===== src/rtl/can_fs_pkg.sv =====
package can_fs_pkg;
  typedef enum logic [1:0] {
    CONF_ACTIVE  = 2'b00,
    CONF_PASSIVE = 2'b01,
    CONF_BUSOFF  = 2'b10
  } conf_e;

  localparam logic [1:0] ADDR_STATUS = 2'd0;
  localparam logic [1:0] ADDR_COUNT  = 2'd1;
  localparam logic [1:0] ADDR_CTRL   = 2'd2;

  localparam int unsigned BIT_TXWARN  = 5;
  localparam int unsigned BIT_RXWARN  = 6;
  localparam int unsigned BIT_IDLE    = 7;
  localparam int unsigned BIT_TXACT   = 8;
  localparam int unsigned BIT_RXACT   = 9;
  localparam int unsigned BIT_STATE   = 10;
  localparam int unsigned BIT_BOFFIRQ = 12;
  localparam int unsigned REC_OFFSET  = 16;
endpackage


===== src/rtl/can_err_ctr.sv =====
module can_err_ctr #(
  parameter int unsigned W   = 9,
  parameter int unsigned INC = 1
) (
  input  logic         clk_i,
  input  logic         rst_ni,
  input  logic         clr_i,
  input  logic         hold_i,
  input  logic         err_i,
  input  logic         ok_i,
  output logic [W-1:0] cnt_o
);
  localparam logic [W:0] MAXV = {1'b0, {W{1'b1}}};

  logic [W-1:0] cnt_q;
  logic [W:0]   sum;

  assign sum = {1'b0, cnt_q} + (W+1)'(INC);

  always_ff @(posedge clk_i or negedge rst_ni) begin
    if (!rst_ni)               cnt_q <= '0;
    else if (clr_i)            cnt_q <= '0;
    else if (!hold_i) begin
      if (err_i)               cnt_q <= (sum > MAXV) ? MAXV[W-1:0] : sum[W-1:0];
      else if (ok_i && cnt_q != '0) cnt_q <= cnt_q - 1'b1;
    end
  end

  assign cnt_o = cnt_q;

  // error never makes the count smaller (no wrap)
  assert_no_wrap_R2: assert property (@(posedge clk_i) disable iff (!rst_ni)
    (err_i && !clr_i) |=> (cnt_q >= $past(cnt_q)));

  // success never takes zero below zero
  assert_floor_R1: assert property (@(posedge clk_i) disable iff (!rst_ni)
    (ok_i && !err_i && cnt_q == '0) |=> (cnt_q == '0));

  // hold freezes the count
  assert_hold_R7: assert property (@(posedge clk_i) disable iff (!rst_ni)
    (hold_i && !clr_i) |=> $stable(cnt_q));
endmodule


===== src/rtl/can_conf_state.sv =====
module can_conf_state
  import can_fs_pkg::*;
#(
  parameter int unsigned W           = 9,
  parameter int unsigned WARN_LIM    = 96,
  parameter int unsigned PASSIVE_LIM = 128,
  parameter int unsigned BOFF_LIM    = 255,
  parameter int unsigned BIT_CYC     = 16
) (
  input  logic         clk_i,
  input  logic         rst_ni,
  input  logic         soft_rst_i,
  input  logic         freeze_i,
  input  logic         listen_only_i,
  input  logic [W-1:0] tec_i,
  input  logic [W-1:0] rec_i,
  output logic         tx_warn_o,
  output logic         rx_warn_o,
  output logic         bus_off_o,
  output conf_e        state_o
);
  localparam int unsigned LW = $clog2(BIT_CYC + 1);
  localparam logic [LW-1:0] LOM_END = LW'(BIT_CYC);

  logic          tx_warn_q, rx_warn_q;
  logic [LW-1:0] lom_cnt_q;
  logic          lom_forced;
  logic          passive;

  always_ff @(posedge clk_i or negedge rst_ni) begin
    if (!rst_ni) begin
      tx_warn_q <= 1'b0;
      rx_warn_q <= 1'b0;
    end else if (soft_rst_i) begin
      tx_warn_q <= 1'b0;
      rx_warn_q <= 1'b0;
    end else if (!freeze_i) begin
      tx_warn_q <= (tec_i >= W'(WARN_LIM));
      rx_warn_q <= (rec_i >= W'(WARN_LIM));
    end
  end

  // one bit time after listen-only asserts, report passive
  always_ff @(posedge clk_i or negedge rst_ni) begin
    if (!rst_ni)                          lom_cnt_q <= '0;
    else if (!listen_only_i || soft_rst_i) lom_cnt_q <= '0;
    else if (lom_cnt_q != LOM_END)        lom_cnt_q <= lom_cnt_q + 1'b1;
  end

  assign lom_forced = (lom_cnt_q == LOM_END);
  assign bus_off_o  = (tec_i > W'(BOFF_LIM));
  assign passive    = (tec_i >= W'(PASSIVE_LIM)) || (rec_i >= W'(PASSIVE_LIM));

  always_comb begin
    if (bus_off_o)                 state_o = CONF_BUSOFF;
    else if (passive || lom_forced) state_o = CONF_PASSIVE;
    else                           state_o = CONF_ACTIVE;
  end

  assign tx_warn_o = tx_warn_q;
  assign rx_warn_o = rx_warn_q;

  assert_freeze_hold_R5: assert property (@(posedge clk_i) disable iff (!rst_ni)
    (freeze_i && !soft_rst_i) |=> ($stable(tx_warn_q) && $stable(rx_warn_q)));

  assert_lom_passive_R11: assert property (@(posedge clk_i) disable iff (!rst_ni)
    (lom_forced && !bus_off_o) |-> (state_o == CONF_PASSIVE));

  assert_boff_prec_R7: assert property (@(posedge clk_i) disable iff (!rst_ni)
    (tec_i > W'(BOFF_LIM)) |-> state_o[1]);

  assert_warn_track_R3: assert property (@(posedge clk_i) disable iff (!rst_ni)
    (!freeze_i && !soft_rst_i) |=> (tx_warn_q == ($past(tec_i) >= W'(WARN_LIM))));
endmodule


===== src/rtl/can_status_regs.sv =====
module can_status_regs
  import can_fs_pkg::*;
#(
  parameter int unsigned W      = 9,
  parameter int unsigned N_KIND = 5,
  parameter int unsigned DW     = 32
) (
  input  logic              clk_i,
  input  logic              rst_ni,
  input  logic              soft_rst_i,
  input  logic [N_KIND-1:0] err_kind_i,
  input  logic              bus_off_i,
  input  logic              tx_warn_i,
  input  logic              rx_warn_i,
  input  conf_e             state_i,
  input  logic [W-1:0]      tec_i,
  input  logic [W-1:0]      rec_i,
  input  logic              bus_idle_i,
  input  logic              tx_active_i,
  input  logic              rx_active_i,
  input  logic [1:0]        addr_i,
  input  logic              wr_en_i,
  input  logic [DW-1:0]     wdata_i,
  input  logic              rd_en_i,
  output logic [DW-1:0]     rdata_o,
  output logic              irq_o
);
  logic [N_KIND-1:0] sticky_q;
  logic              boff_d_q, boff_flag_q, mask_q;
  logic              stat_read, boff_w1c, boff_rise;

  assign stat_read = rd_en_i && (addr_i == ADDR_STATUS);
  assign boff_w1c  = wr_en_i && (addr_i == ADDR_STATUS) && wdata_i[BIT_BOFFIRQ];
  assign boff_rise = bus_off_i && !boff_d_q;

  for (genvar k = 0; k < N_KIND; k++) begin : g_sticky
    always_ff @(posedge clk_i or negedge rst_ni) begin
      if (!rst_ni)            sticky_q[k] <= 1'b0;
      else if (soft_rst_i)    sticky_q[k] <= 1'b0;
      else if (err_kind_i[k]) sticky_q[k] <= 1'b1;
      else if (stat_read)     sticky_q[k] <= 1'b0;
    end
  end

  always_ff @(posedge clk_i or negedge rst_ni) begin
    if (!rst_ni) begin
      boff_d_q    <= 1'b0;
      boff_flag_q <= 1'b0;
    end else begin
      boff_d_q <= bus_off_i;
      if (soft_rst_i)     boff_flag_q <= 1'b0;
      else if (boff_rise) boff_flag_q <= 1'b1;
      else if (boff_w1c)  boff_flag_q <= 1'b0;
    end
  end

  always_ff @(posedge clk_i or negedge rst_ni) begin
    if (!rst_ni)                                  mask_q <= 1'b0;
    else if (wr_en_i && addr_i == ADDR_CTRL)      mask_q <= wdata_i[0];
  end

  always_comb begin
    rdata_o = '0;
    unique case (addr_i)
      ADDR_STATUS: begin
        rdata_o[N_KIND-1:0]          = sticky_q;
        rdata_o[BIT_TXWARN]          = tx_warn_i;
        rdata_o[BIT_RXWARN]          = rx_warn_i;
        rdata_o[BIT_IDLE]            = bus_idle_i;
        rdata_o[BIT_TXACT]           = tx_active_i;
        rdata_o[BIT_RXACT]           = rx_active_i;
        rdata_o[BIT_STATE +: 2]      = state_i;
        rdata_o[BIT_BOFFIRQ]         = boff_flag_q;
      end
      ADDR_COUNT: begin
        rdata_o[W-1:0]               = tec_i;
        rdata_o[REC_OFFSET +: W]     = rec_i;
      end
      ADDR_CTRL:   rdata_o[0]        = mask_q;
      default:     rdata_o           = '0;
    endcase
  end

  assign irq_o = boff_flag_q && mask_q;

  assert_w0_keep_R9: assert property (@(posedge clk_i) disable iff (!rst_ni)
    (boff_flag_q && !boff_w1c && !soft_rst_i) |=> boff_flag_q);

  assert_boff_set_R9: assert property (@(posedge clk_i) disable iff (!rst_ni)
    (bus_off_i && !boff_d_q && !soft_rst_i) |=> boff_flag_q);

  assert_sticky_hold_R10: assert property (@(posedge clk_i) disable iff (!rst_ni)
    (!stat_read && !soft_rst_i) |=> ((sticky_q & $past(sticky_q)) == $past(sticky_q)));

  assert_soft_clr_R13: assert property (@(posedge clk_i) disable iff (!rst_ni)
    soft_rst_i |=> (sticky_q == '0 && !boff_flag_q));
endmodule


===== src/rtl/can_fault_status.sv =====
module can_fault_status
  import can_fs_pkg::*;
#(
  parameter int unsigned CNT_W       = 9,
  parameter int unsigned N_KIND      = 5,
  parameter int unsigned DATA_W      = 32,
  parameter int unsigned TX_INC      = 8,
  parameter int unsigned RX_INC      = 1,
  parameter int unsigned WARN_LIM    = 96,
  parameter int unsigned PASSIVE_LIM = 128,
  parameter int unsigned BOFF_LIM    = 255,
  parameter int unsigned BIT_CYC     = 16
) (
  input  logic              clk_i,
  input  logic              rst_ni,
  input  logic              soft_rst_i,
  input  logic              freeze_i,
  input  logic              listen_only_i,
  input  logic              tx_err_i,
  input  logic              rx_err_i,
  input  logic              tx_ok_i,
  input  logic              rx_ok_i,
  input  logic              recover_i,
  input  logic [N_KIND-1:0] err_kind_i,
  input  logic              bus_idle_i,
  input  logic              tx_active_i,
  input  logic              rx_active_i,
  input  logic [1:0]        addr_i,
  input  logic              wr_en_i,
  input  logic [DATA_W-1:0] wdata_i,
  input  logic              rd_en_i,
  output logic [DATA_W-1:0] rdata_o,
  output logic              irq_o
);
  logic [CNT_W-1:0] tec, rec;
  logic             bus_off, tx_warn, rx_warn, ctr_clr;
  conf_e            state;

  assign ctr_clr = soft_rst_i || recover_i;

  can_err_ctr #(.W(CNT_W), .INC(TX_INC)) i_tx_ctr (
    .clk_i, .rst_ni, .clr_i(ctr_clr), .hold_i(bus_off),
    .err_i(tx_err_i), .ok_i(tx_ok_i), .cnt_o(tec)
  );

  can_err_ctr #(.W(CNT_W), .INC(RX_INC)) i_rx_ctr (
    .clk_i, .rst_ni, .clr_i(ctr_clr), .hold_i(bus_off),
    .err_i(rx_err_i), .ok_i(rx_ok_i), .cnt_o(rec)
  );

  can_conf_state #(
    .W(CNT_W), .WARN_LIM(WARN_LIM), .PASSIVE_LIM(PASSIVE_LIM),
    .BOFF_LIM(BOFF_LIM), .BIT_CYC(BIT_CYC)
  ) i_conf (
    .clk_i, .rst_ni, .soft_rst_i, .freeze_i, .listen_only_i,
    .tec_i(tec), .rec_i(rec),
    .tx_warn_o(tx_warn), .rx_warn_o(rx_warn), .bus_off_o(bus_off), .state_o(state)
  );

  can_status_regs #(.W(CNT_W), .N_KIND(N_KIND), .DW(DATA_W)) i_regs (
    .clk_i, .rst_ni, .soft_rst_i, .err_kind_i,
    .bus_off_i(bus_off), .tx_warn_i(tx_warn), .rx_warn_i(rx_warn), .state_i(state),
    .tec_i(tec), .rec_i(rec),
    .bus_idle_i, .tx_active_i, .rx_active_i,
    .addr_i, .wr_en_i, .wdata_i, .rd_en_i, .rdata_o, .irq_o
  );

  assert_recover_R8: assert property (@(posedge clk_i) disable iff (!rst_ni)
    recover_i |=> (tec == '0 && rec == '0));
endmodule


===== config.mk =====
export PLATFORM = sky130hd
export DESIGN_NAME = can_fault_status
export DESIGN_NICKNAME = d
export VERILOG_FILES = /design/src/rtl/can_fs_pkg.sv /design/src/rtl/can_err_ctr.sv /design/src/rtl/can_conf_state.sv /design/src/rtl/can_status_regs.sv /design/src/rtl/can_fault_status.sv
export SDC_FILE = /design/constraint.sdc
export NUM_CORES = 1
export LEC_CHECK = 0
export ABC_CLOCK_PERIOD_IN_PS = 1900
export BUFFER_PORTS_ARGS = -buffer_cell sky130_fd_sc_hd__buf_2
export CAP_MARGIN = 30
export CORE_AREA = 4 4 113 88
export DETAILED_ROUTE_END_ITERATION = 10
export DIE_AREA = 0 0 117 92
export HOLD_SLACK_MARGIN = 0.03
export SYNTH_ARGS = -nofsm -noshare
export SYNTH_HDL_FRONTEND = slang
export SYNTH_HIERARCHICAL = 1
export SYNTH_SLANG_ARGS = --single-unit

===== constraint.sdc =====
create_clock -name clk_i -period 1.9 [get_ports clk_i]
set_input_delay 0.285 -clock clk_i [delete_from_list [all_inputs] [get_ports clk_i]]
set_output_delay 0.285 -clock clk_i [all_outputs]
set_load 0.05 [all_outputs]

=== After elaboration in Yosys (flattened, before gate mapping) ===
Cells that the tools add are included.

* Flip-flop bits (word level): 33
* Logic and storage cells: 95
* Bits of input ports: 54
* Output and inout bits: 33

* Equal/unequal tests: 6
* Magnitude comparators: 7
* Mux-type cells: 36
* Reductions and logical operators: 28
* $add $sub $neg: 5

{| class="wikitable"
|+ Operator list
! cell !! count
|-
| 9-bit 2-to-1 mux || 11
|-
| 3-bit nonzero test || 8
|-
| 10-bit by 9-bit > comparator with 1-bit output (second input constant) || 2
|-
| 1-bit 2-to-1 mux || 19
|-
| 9-bit by 7-bit greater-or-equal comparator with 1-bit output (second input constant) || 2
|-
| 9-bit by 8-bit greater-or-equal comparator with 1-bit output (second input constant) || 2
|-
| 9-bit nonzero test || 2
|-
| 9-bit by 1-bit subtractor with 9-bit output (second input constant) || 2
|-
| 8-bit case mux with 2 select lines || 1
|-
| 9-bit by 1-bit adder with 10-bit output (second input constant) || 1
|-
| 9-bit by 4-bit adder with 10-bit output (second input constant) || 1
|-
| 5-bit 2-to-1 mux || 2
|-
| 9-bit by 8-bit > comparator with 1-bit output (second input constant) || 1
|-
| 1-bit logical AND || 8
|-
| 5-bit by 1-bit adder with 5-bit output (second input constant) || 1
|-
| 5-bit equality test (second input constant) || 1
|-
| 5-bit inequality test (second input constant) || 1
|-
| 1-bit logical OR || 4
|-
| 4-bit 2-to-1 mux || 1
|-
| 2-bit inequality test (second input constant) || 2
|-
| 2-bit AND reduction || 2
|-
| 1-bit case mux with 3 select lines || 1
|-
| 2-bit by 1-bit equality test with 1-bit output (second input constant) || 1
|-
| 2-bit equality test (second input constant) || 1
|-
| other kinds (4) || 5
|}

=== Logic depth before layout (Yosys ltp) ===
Gate-level depths: netlist of the first run.

* Depth after elaboration: 6
* Depth in mapped cells: 7
* Mapped depth without buffers: 7

=== Hierarchy ===
The synthesis of the first run kept the hierarchy.

{| class="wikitable"
|+ Modules (own cells, without submodules)
! module !! seq. area each (um^2) !! cells an instance !! instances !! area an instance (um^2)
|-
| can_err_ctr (i_rx_ctr) || 225.2 || 99 || 1 || 872.1
|-
| can_err_ctr (i_tx_ctr) || 225.2 || 93 || 1 || 784.5
|-
| can_status_regs || 200.2 || 77 || 1 || 653.1
|-
| can_conf_state || 175.2 || 39 || 1 || 432.9
|-
| can_fault_status || 0.0 || 1 || 1 || 6.3
|}

=== Worst setup path after synthesis of the first run ===
OpenSTA, ideal clock, no wires.

* Path kind: input-to-output
* From: input addr_i[0]
* To: output rdata_o[0]
* Arrival time: 1618 ps
* Data required time: 1615 ps
* Stages on the path: 3
* Path buffers: 1
* Slack: -3 ps
* Cells stage by stage: buf_6 > mux2i_1 > o21ai_0

* Longest elaborated chain between the ends: 2
* Elaborated cells between the ends (all ways): 4
* Classes of those cells: eq/ne: 2; mux: 1; reduce/logical: 1

{| class="wikitable"
|+ Ends and longest elaborated chain
! what !! RTL line !! source
|-
| start: declaration || can_fault_status.sv:28 || <nowiki>input logic [1:0] addr_i,</nowiki>
|-
| 2-bit equality test (tied with other cells) || can_status_regs.sv:64 || <nowiki>unique case (addr_i)</nowiki>
|-
| 1-bit case mux with 3 select lines (*) || can_status_regs.sv:64 ||
|-
| end: declaration || can_fault_status.sv:32 || <nowiki>output logic [DATA_W-1:0] rdata_o,</nowiki>
|}

Mark *: on every way between the ends. The rest lies on a longest branch, timed or not.

=== Worst setup path after layout of the first run ===
* From: register i_conf.lom_cnt_q[1]
* To: output rdata_o[10]

* Longest elaborated chain between the ends: 5

{| class="wikitable"
|+ Ends and longest elaborated chain
! what !! RTL line !! source
|-
| start: declaration || can_conf_state.sv:26 || <nowiki>logic [LW-1:0] lom_cnt_q;</nowiki>
|-
| start signal: assignment || can_conf_state.sv:47 || <nowiki>else if (lom_cnt_q != LOM_END) lom_cnt_q <= lom_cnt_q + 1'b1;</nowiki>
|-
| 5-bit equality test || can_conf_state.sv:50 || <nowiki>assign lom_forced = (lom_cnt_q == LOM_END);</nowiki>
|-
| 1-bit logical OR || can_conf_state.sv:56 || <nowiki>else if (passive || lom_forced) state_o = CONF_PASSIVE;</nowiki>
|-
| 1-bit 2-to-1 mux || can_conf_state.sv:56 ||
|-
| 2-bit 2-to-1 mux || can_conf_state.sv:55 || <nowiki>if (bus_off_o) state_o = CONF_BUSOFF;</nowiki>
|-
| net state[0] || can_fault_status.sv:37 || <nowiki>conf_e state;</nowiki>
|-
| 4-bit 2-to-1 mux || can_status_regs.sv:64 ||
|}

The timed path passes the listed nets, and every way through them passes these cells.

==> flow_summary_export.csv, run 1 <==
group,metric,value,unit
status,outcome,"complete, but fails checks",
status,failed_checks,"setup timing",
logic_synthesis,yosysMostFrequentCell,"dfrtp_1",
floorplan,die_y,92,um
global_routing,grt_pass1_vias,2398,
critical_path,path_max_fanout,2,
cells_and_area,nNetsFinal,438,
logic_synthesis,synthTopCellsByCount,"33 x dfrtp_1, 25 x inv_1, 25 x nor2_1, 16 x nand2_1",
global_routing,grt_pass1_wl,11900,um
critical_path,crit_chain,"inv_1, ha_2, and4bb_4, o41a_1, and2_4, buf_8",
sta,period_share,102.1,%
clock_tree,clk_pin_slew,50,ps
drt,drt_wl_total,7337,um
logic_synthesis,yosys.cell_types.count,69,
floorplan,core,8859,um^2
cells_and_area,syn_to_final_growth,24.40,%
drt,routedWlPerCell,15.03,um
critical_path,reg2reg_to,"i_rx_ctr/cnt_o[2]$_DFFE_PN0P_",
critical_path,worst_path_max_delay_cell,"dfrtp_1",
floorplan,start_util,31.03,%
cells_and_area,stdcell_count,488,
global_routing,grt_max_degree,34,
critical_path,start_kind,"flip-flop",
logic_synthesis,synth_mux_area_share,5.917,%
placed_design,dp_cells,474,
critical_path,rrSetupSlack,90,ps
logic_synthesis,yosys.area_share.simple,27.17,%
critical_path,critPathKind,"flip-flop to output pin",
drt,vias_per_cell,5.197,
placed_design,gp_congestion,0.8585,
hold_path,min_path_type,"input pin to asynchronous set/reset pin",
critical_path,reg2reg_depth,5,
sta,final-hold-violation-count,0,
logic_synthesis,synth_compound_area_share,20.66,%
logic_synthesis,synth_flop_cell,"dfrtp_1",
cells_and_area,area.sequential,829.5,um^2
sta,maxSlewViolCount,0,
logic_synthesis,synth_top_family_by_area,"simple AND/OR/NAND/NOR gates",
logic_synthesis,netlist_instances,309,
global_routing,grt_overflow,0,
critical_path,critPathMaxStageDelay,350,ps
drt,drc_errors,0,
sta,setup_violations,1,
critical_path,r2r_start,"i_rx_ctr/cnt_o[0]$_DFFE_PN0P_",
logic_synthesis,netlist_area,2749,um^2
clock_tree,clock-sinks,33,
drt,vias,2536,
job,maxCapViolCount,0,
global_routing,grtUsageTotal,13.79,%
drt,drt-initial-drc-count,134,
sta,setup_ws,-39.57,ps
floorplan,dieArea,10760,um^2
clock_tree,insertion_delay,280,ps
sta,worstMarginPinSlew,800.0,ps
sta,fmax,515.6,MHz
critical_path,crit_arrival,1650,ps
clock_tree,cts.path.max_buffers,2,
logic_synthesis,ys_seq_area_share,30.04,%
floorplan,core.rowCount,30,
pwr,power_density,715.5,nW/um^2
sta,fin_crit,1940,ps
logic_synthesis,synthTopCellsByArea,"dfrtp_1 30%, mux2i_1 5.1%, ha_1 4.1%",
clock_tree,h-tree-depth,2,
global_routing,grt_antenna_before_repair,0,
sta,rsz0062_at_grt,"yes",
clock_tree,cts_tree,"built",
clock_tree,root_buffer,"clkbuf_16",
drt,antenna_left,0,
logic_synthesis,synth_top_area_share,30.04,%
drt,first_pass_iters,4,
logic_synthesis,ys_seq_elements,33,
logic_synthesis,yosys_warnings,6,
cells_and_area,drive_gt1_share,30.85,%
sta,max-slew-margin-rel,46.66,%
floorplan,die_width,117,um
placed_design,io_buffers,46,
logic_synthesis,synth_area_per_cell,8.896,um^2
pwr,p_total,2.447,mW
logic_synthesis,synth-async-reset-ratio,100.0,%
clock_tree,cts-buffers-inserted,5,
cells_and_area,multi_input_area,1695,um^2
cells_and_area,fin_util,38.60,%
floorplan,ios,87,
cells_and_area,antenna_cells,0,
sta,clock-skew-final,1.940,ps
pwr,vdd_drop_max,320.2,uV
cells_and_area,nFillCells,892,
critical_path,cp.required,1620,ps
logic_synthesis,synth_xor_area_share,1.274,%
pwr,leakage,1.583,nW
logic_synthesis,synth_largest_area_cell,"dfrtp_1",
placed_design,dpl.hpwl,5264,um
critical_path,worstSetupEndpointType,"output pin",
logic_synthesis,synthAdderAreaFrac,4.096,%
logic_synthesis,synth_edf_count,0,
[worst max-delay path: cells and delay by family, from the launching register on]
kind,cells,cell delay (ps)
buffers and inverters,2,190
AOI/OAI and AO/OA,1,330
DFF,1,350
adders and majority gates,1,150
and+or+nand+nor,2,350
[metal layers]
layer	track usage, %	share of wire (%)	up-vias	wire, um
li1	-	-	1240	-
met1	20.43	50	1228	3667
met5	0	0	-	0
met4	3.438	0.83	0	61
met2	20.08	43	63	3190
met3	3.100	5.7	5	418
[through the flow]
step                      worst slack (ps)  hold WS, ps  TNS [ps]  instance area, um^2
after CTS                           -65.13        130.8    -65.13                 3353
final                               -39.57        94.64    -39.57                 3420
after detailed placement             42.22        429.4         0                 3156
after global placement               79.00        411.9         0                 3156
after floorplan                      206.1       -10.59         0                 2783
after global routing                -100.1        166.1    -100.1                 3420
[area by class of cell]
cell class,count,share of cell area [%]
Timing Repair Buffer,79,14.27
Inverter,25,2.744
Multi-Input combinational cell,231,49.58
Clock inverter,1,0.8782
Sequential cell,33,24.26
Tap cell,112,4.098
Clock buffer,7,4.171
[registers in the layout, summed over array words and instances, names as in the netlist]
| register | count |
|---|---|
| i_conf/tx_warn_o | 1 |
| i_tx_ctr/cnt_o | 9 |
| i_regs/sticky_q | 5 |
| i_conf/lom_cnt_q | 5 |
| i_regs/boff_flag_q | 1 |
| i_conf/rx_warn_o | 1 |
| i_regs/mask_q | 1 |
| i_regs/boff_d_q | 1 |
| i_rx_ctr/cnt_o | 9 |
[kinds of logic (layout without fill, tap and decap cells)]
| logic type | Yosys count | in the layout |
|---|---|---|
| AO/OA/AOI/OAI | 70 | 70 |
| adder cells (fa/ha/maj) | 9 | 9 |
| buffers and inverters | 54 | 112 |
| flip-flops | 33 | 33 |
| multiplexers | 16 | 16 |
| XOR/XNOR | 4 | 4 |
| AND/OR/NAND/NOR | 122 | 122 |
| other | 1 | 10 |
[cells in the final DEF (no fill, tap or decap), types with 4 or more instances in the layout]
cell / count
nand2_1: 16
a21oi_1: 8
a31oi_1: 4
nor2b_1: 7
or3b_1: 4
a311oi_1: 6
conb_1: 10
nand3b_1: 8
ha_1: 7
dfrtp_1: 30
clkbuf_16: 5
o22ai_1: 7
nand2b_1: 7
and2_1: 13
mux2i_1: 14
nor3_1: 7
nor2_1: 25
a211oi_1: 6
buf_2: 45
nand3_1: 6
or3_1: 4
buf_4: 33
inv_1: 23
o21ai_0: 7
[power by group]
part | leakage [nW] | switching [mW] | internal [mW]
Clock | 0.0841 | 0.304 | 0.655
Combinational | 1.06 | 0.407 | 0.278
Sequential | 0.439 | 0.0589 | 0.744
Total | 1.58 | 0.770 | 1.68
[how the worst max path moves through the flow]
stage | startpoint | end | depth (start not counted)
3_5_place_dp | i_tx_ctr/cnt_o[0]$_DFFE_PN0P_ | i_tx_ctr/cnt_o[6]$_DFFE_PN0P_ | 6
5_1_grt | i_conf/lom_cnt_q[0]$_DFFE_PN0P_ | rdata_o[10] | 6
2_1_floorplan | i_conf/lom_cnt_q[0]$_DFFE_PN0P_ | rdata_o[10] | 5
4_1_cts | i_conf/lom_cnt_q[0]$_DFFE_PN0P_ | rdata_o[10] | 6
3_3_place_gp | i_tx_ctr/cnt_o[1]$_DFFE_PN0P_ | i_tx_ctr/cnt_o[6]$_DFFE_PN0P_ | 6
6_report | i_conf/lom_cnt_q[1]$_DFFE_PN0P_ | rdata_o[10] | 6
[repair_timing]
action / in CTS / in global routing
endpoints found under the setup margin: 1 / 10
setup buffers: 2 / 4
resized for setup: 4 / 11
hold buffers: 0 / 0
Note: power is estimated with default switching activity, not from simulation.
==> inputs of run 2 (changes only) <==
- ABC_AREA: unset -> 1
- CORE_AREA: 4 4 113 88 -> 4 4 114 89
- DIE_AREA: 0 0 117 92 -> 0 0 118 93
==> flow_summary_export.csv, run 2 <==
group,metric,value,unit
cells_and_area,antenna_cells,0,
logic_synthesis,yosys_warnings,6,
logic_synthesis,ys_seq_area_share,29.32,%
cells_and_area,design_area,3415,um^2
sta,clock-skew-final,3.954,ps
drt,vias_per_cell,4.682,
drt,antenna_left,0,
pwr,power_frac_seq,32.0,%
clock_tree,cts.path.max_buffers,2,
critical_path,crit_arrival,1530,ps
cells_and_area,layout_commonest_cell,"nand2_1",
global_routing,grt_overflow,0,
floorplan,ios,87,
pwr,clockPowerShare,41.8,%
floorplan,die_y,93,um
critical_path,r2r_start,"i_rx_ctr/cnt_o[1]$_DFFE_PN0P_",
critical_path,cp-endpoint,"rdata_o[10]",
status,outcome,"finished, final reports clean",
critical_path,start_kind,"flip-flop",
floorplan,start_util,31.53,%
clock_tree,root_buffer,"clkbuf_16",
drt,drt-initial-drc-count,192,
critical_path,crit_chain,"inv_2, ha_2, nand2_2, inv_2, nand2_4, a21oi_2, inv_1, nor2_2, buf_6",
global_routing,grt_pass1_wl,12360,um
global_routing,grtUsageTotal,13.48,%
logic_synthesis,synth_top_area_share,29.32,%
pwr,combPwrFrac,26.1,%
pwr,p_total,2.535,mW
cells_and_area,nFillCells,933,
pwr,p_sw,0.8311,mW
cells_and_area,drive_gt1_share,24.05,%
drt,drt_wl_total,7324,um
drt,routedWlPerCell,11.99,um
clock_tree,cts-hold-fix-buffers,0,
sta,setup_violations,0,
logic_synthesis,synth_largest_area_cell,"dfrtp_1",
placed_design,gp_congestion,0.9025,
critical_path,crit_top_cell,"inv_2",
clock_tree,clock-sinks,33,
critical_path,critPathLaunch,"i_conf/lom_cnt_q[0]$_DFFE_PN0P_",
logic_synthesis,synth_edf_count,0,
global_routing,grt_pass1_vias,2594,
cells_and_area,syn_to_final_growth,21.23,%
pwr,p_int,1.704,mW
logic_synthesis,synth_area_per_cell,6.430,um^2
global_routing,grt_antenna_before_repair,0,
placed_design,place_area,3171,um^2
hold_path,min_path_type,"input pin to asynchronous set/reset pin",
floorplan,dieArea,10970,um^2
logic_synthesis,synthTopCellsByCount,"127 x nand2_1, 59 x inv_1, 51 x nand3_1, 35 x nor2_1, 33 x dfrtp_1",
floorplan,core.rowCount,30,
floorplan,core,8934,um^2
critical_path,reg2reg_to,"i_rx_ctr/cnt_o[8]$_DFFE_PN0P_",
logic_synthesis,ys_seq_elements,33,
cells_and_area,nNetsFinal,561,
global_routing,grt_max_degree,34,
pwr,vdd_drop_max,364.8,uV
floorplan,die_width,118,um
clock_tree,cts_tree,"built",
placed_design,dpl.hpwl,5458,um
logic_synthesis,synth-async-reset-ratio,100.0,%
drt,first_pass_iters,5,
sta,fin_crit,1816,ps
logic_synthesis,synthTopCellsByArea,"dfrtp_1 29%, nand2_1 17%, nand3_1 9.1%",
critical_path,reg2reg_depth,9,
drt,vias,2861,
cells_and_area,fin_util,38.22,%
critical_path,critPathKind,"flip-flop to output pin",
job,maxCapViolCount,0,
logic_synthesis,netlist_instances,438,
drt,drc_errors,0,
critical_path,rrSetupSlack,270,ps
clock_tree,clk_pin_slew,60,ps
critical_path,cp.required,1620,ps
pwr,leakage,1.864,nW
critical_path,path_max_fanout,3,
logic_synthesis,yosysMostFrequentCell,"nand2_1",
logic_synthesis,netlist_area,2816,um^2
clock_tree,h-tree-depth,2,
clock_tree,cts-buffers-inserted,5,
logic_synthesis,yosys.cell_types.count,34,
placed_design,io_buffers,46,
sta,period_share,95.59,%
logic_synthesis,synth_flop_cell,"dfrtp_1",
pwr,switching_share,32.78,%
critical_path,worstSetupEndpointType,"output pin",
cells_and_area,layout_common_cells,"126 x nand2_1, 56 x inv_1, 51 x nand3_1",
sta,fmax,550.6,MHz
critical_path,worst_path_max_delay_cell,"dfrtp_1",
critical_path,critPathMaxStageDelay,390,ps
pwr,power_density,742.4,nW/um^2
sta,final-hold-violation-count,0,
clock_tree,insertion_delay,280,ps
sta,maxSlewViolCount,0,
## run 2: cell types whose count changed after synthesis, moves of 9 or more
cell     previous run  this run
and2_1             14         0
nand3_1             6        51
nand2_2             0        16
o21ai_0             8        17
o21ai_1             1        11
inv_2               0         9
mux2i_1            14         0
nor2_1             25        35
inv_1              25        59
nand2_1            16       127
## run 2: final cells by class
cell class / count / area (um^2) / area share (%)
clock buffer: 5 / 125.1 / 3.664
clock inverter: 3 / 65.06 / 1.905
inverter: 70 / 267.8 / 7.842
multi-input combinational: 329 / 1657 / 48.52
sequential: 33 / 825.8 / 24.18
tap: 112 / 140.1 / 4.104
timing repair buffer: 59 / 334.1 / 9.784
## run 2: repair_timing
item	in CTS	in global routing
pin swaps	0	3
setup endpoints to repair	1	1
buffers inserted	2	3
resized for setup	2	6
## run 2: critical path, delay by kind of cell, from the launching register on
family / cells / cell delay (ps)
AND/OR/NAND/NOR: 3 / 200
adder cells (fa/ha/maj): 1 / 170
flip-flops: 1 / 390
buffers and inverters: 4 / 370
AO/OA/AOI/OAI: 1 / 120
## run 2: per-layer routing
layer | vias to the layer above | part of all wire, % | track usage (%)
li1 | 1479 | - | -
met1 | 1301 | 49 | 18.58
met2 | 74 | 46 | 22.05
met3 | 7 | 4.6 | 2.116
met4 | 0 | 1.2 | 3.805
met5 | - | 0 | 0
## run 2: power groups by stage
stage          sequential, mW  clock [mW]  combinational (mW)
2_1_floorplan           0.806           0               0.511
3_3_place_gp            0.823           0               0.643
3_5_place_dp            0.825           0               0.647
4_1_cts                 0.811        1.08               0.658
5_1_grt                 0.821        1.12               0.751
6_report                0.812        1.06               0.662
## run 2: logic make-up after synthesis
| group | share of synthesized area [%] |
|---|---|
| DFF | 29.32 |
| adders and majority gates | 3.998 |
| buffers and inverters | 13.42 |
| AOI/OAI and AO/OA | 9.907 |
| xor gates and xnor gates | 1.244 |
| other | 0.1331 |
| and+or+nand+nor | 41.98 |
## run 2: worst min-delay path by stage
stage            from                              end  slack, ps  cells past startpoint
2_1_floorplan  rst_ni  i_conf/lom_cnt_q[0]$_DFFE_PN0P_        -10                      0
3_3_place_gp   rst_ni    i_tx_ctr/cnt_o[8]$_DFFE_PN0P_        350                      2
3_5_place_dp   rst_ni    i_tx_ctr/cnt_o[8]$_DFFE_PN0P_        350                      2
4_1_cts        rst_ni    i_tx_ctr/cnt_o[8]$_DFFE_PN0P_         50                      2
5_1_grt        rst_ni    i_tx_ctr/cnt_o[2]$_DFFE_PN0P_         70                      2
6_report       rst_ni    i_tx_ctr/cnt_o[2]$_DFFE_PN0P_         30                      2
## run 2: stage by stage
step / worst slack (ps) / hold slack [ps] / instances / setup TNS, ps
after floorplan: 206.5 / -10.59 / 447 / 0
after global placement: 235.8 / 354.1 / 598 / 0
after detailed placement: 190.7 / 353.1 / 598 / 0
after CTS: 31.13 / 53.00 / 608 / 0
after global routing: -13.31 / 70.65 / 611 / -13.31
final: 83.87 / 33.91 / 611 / 0
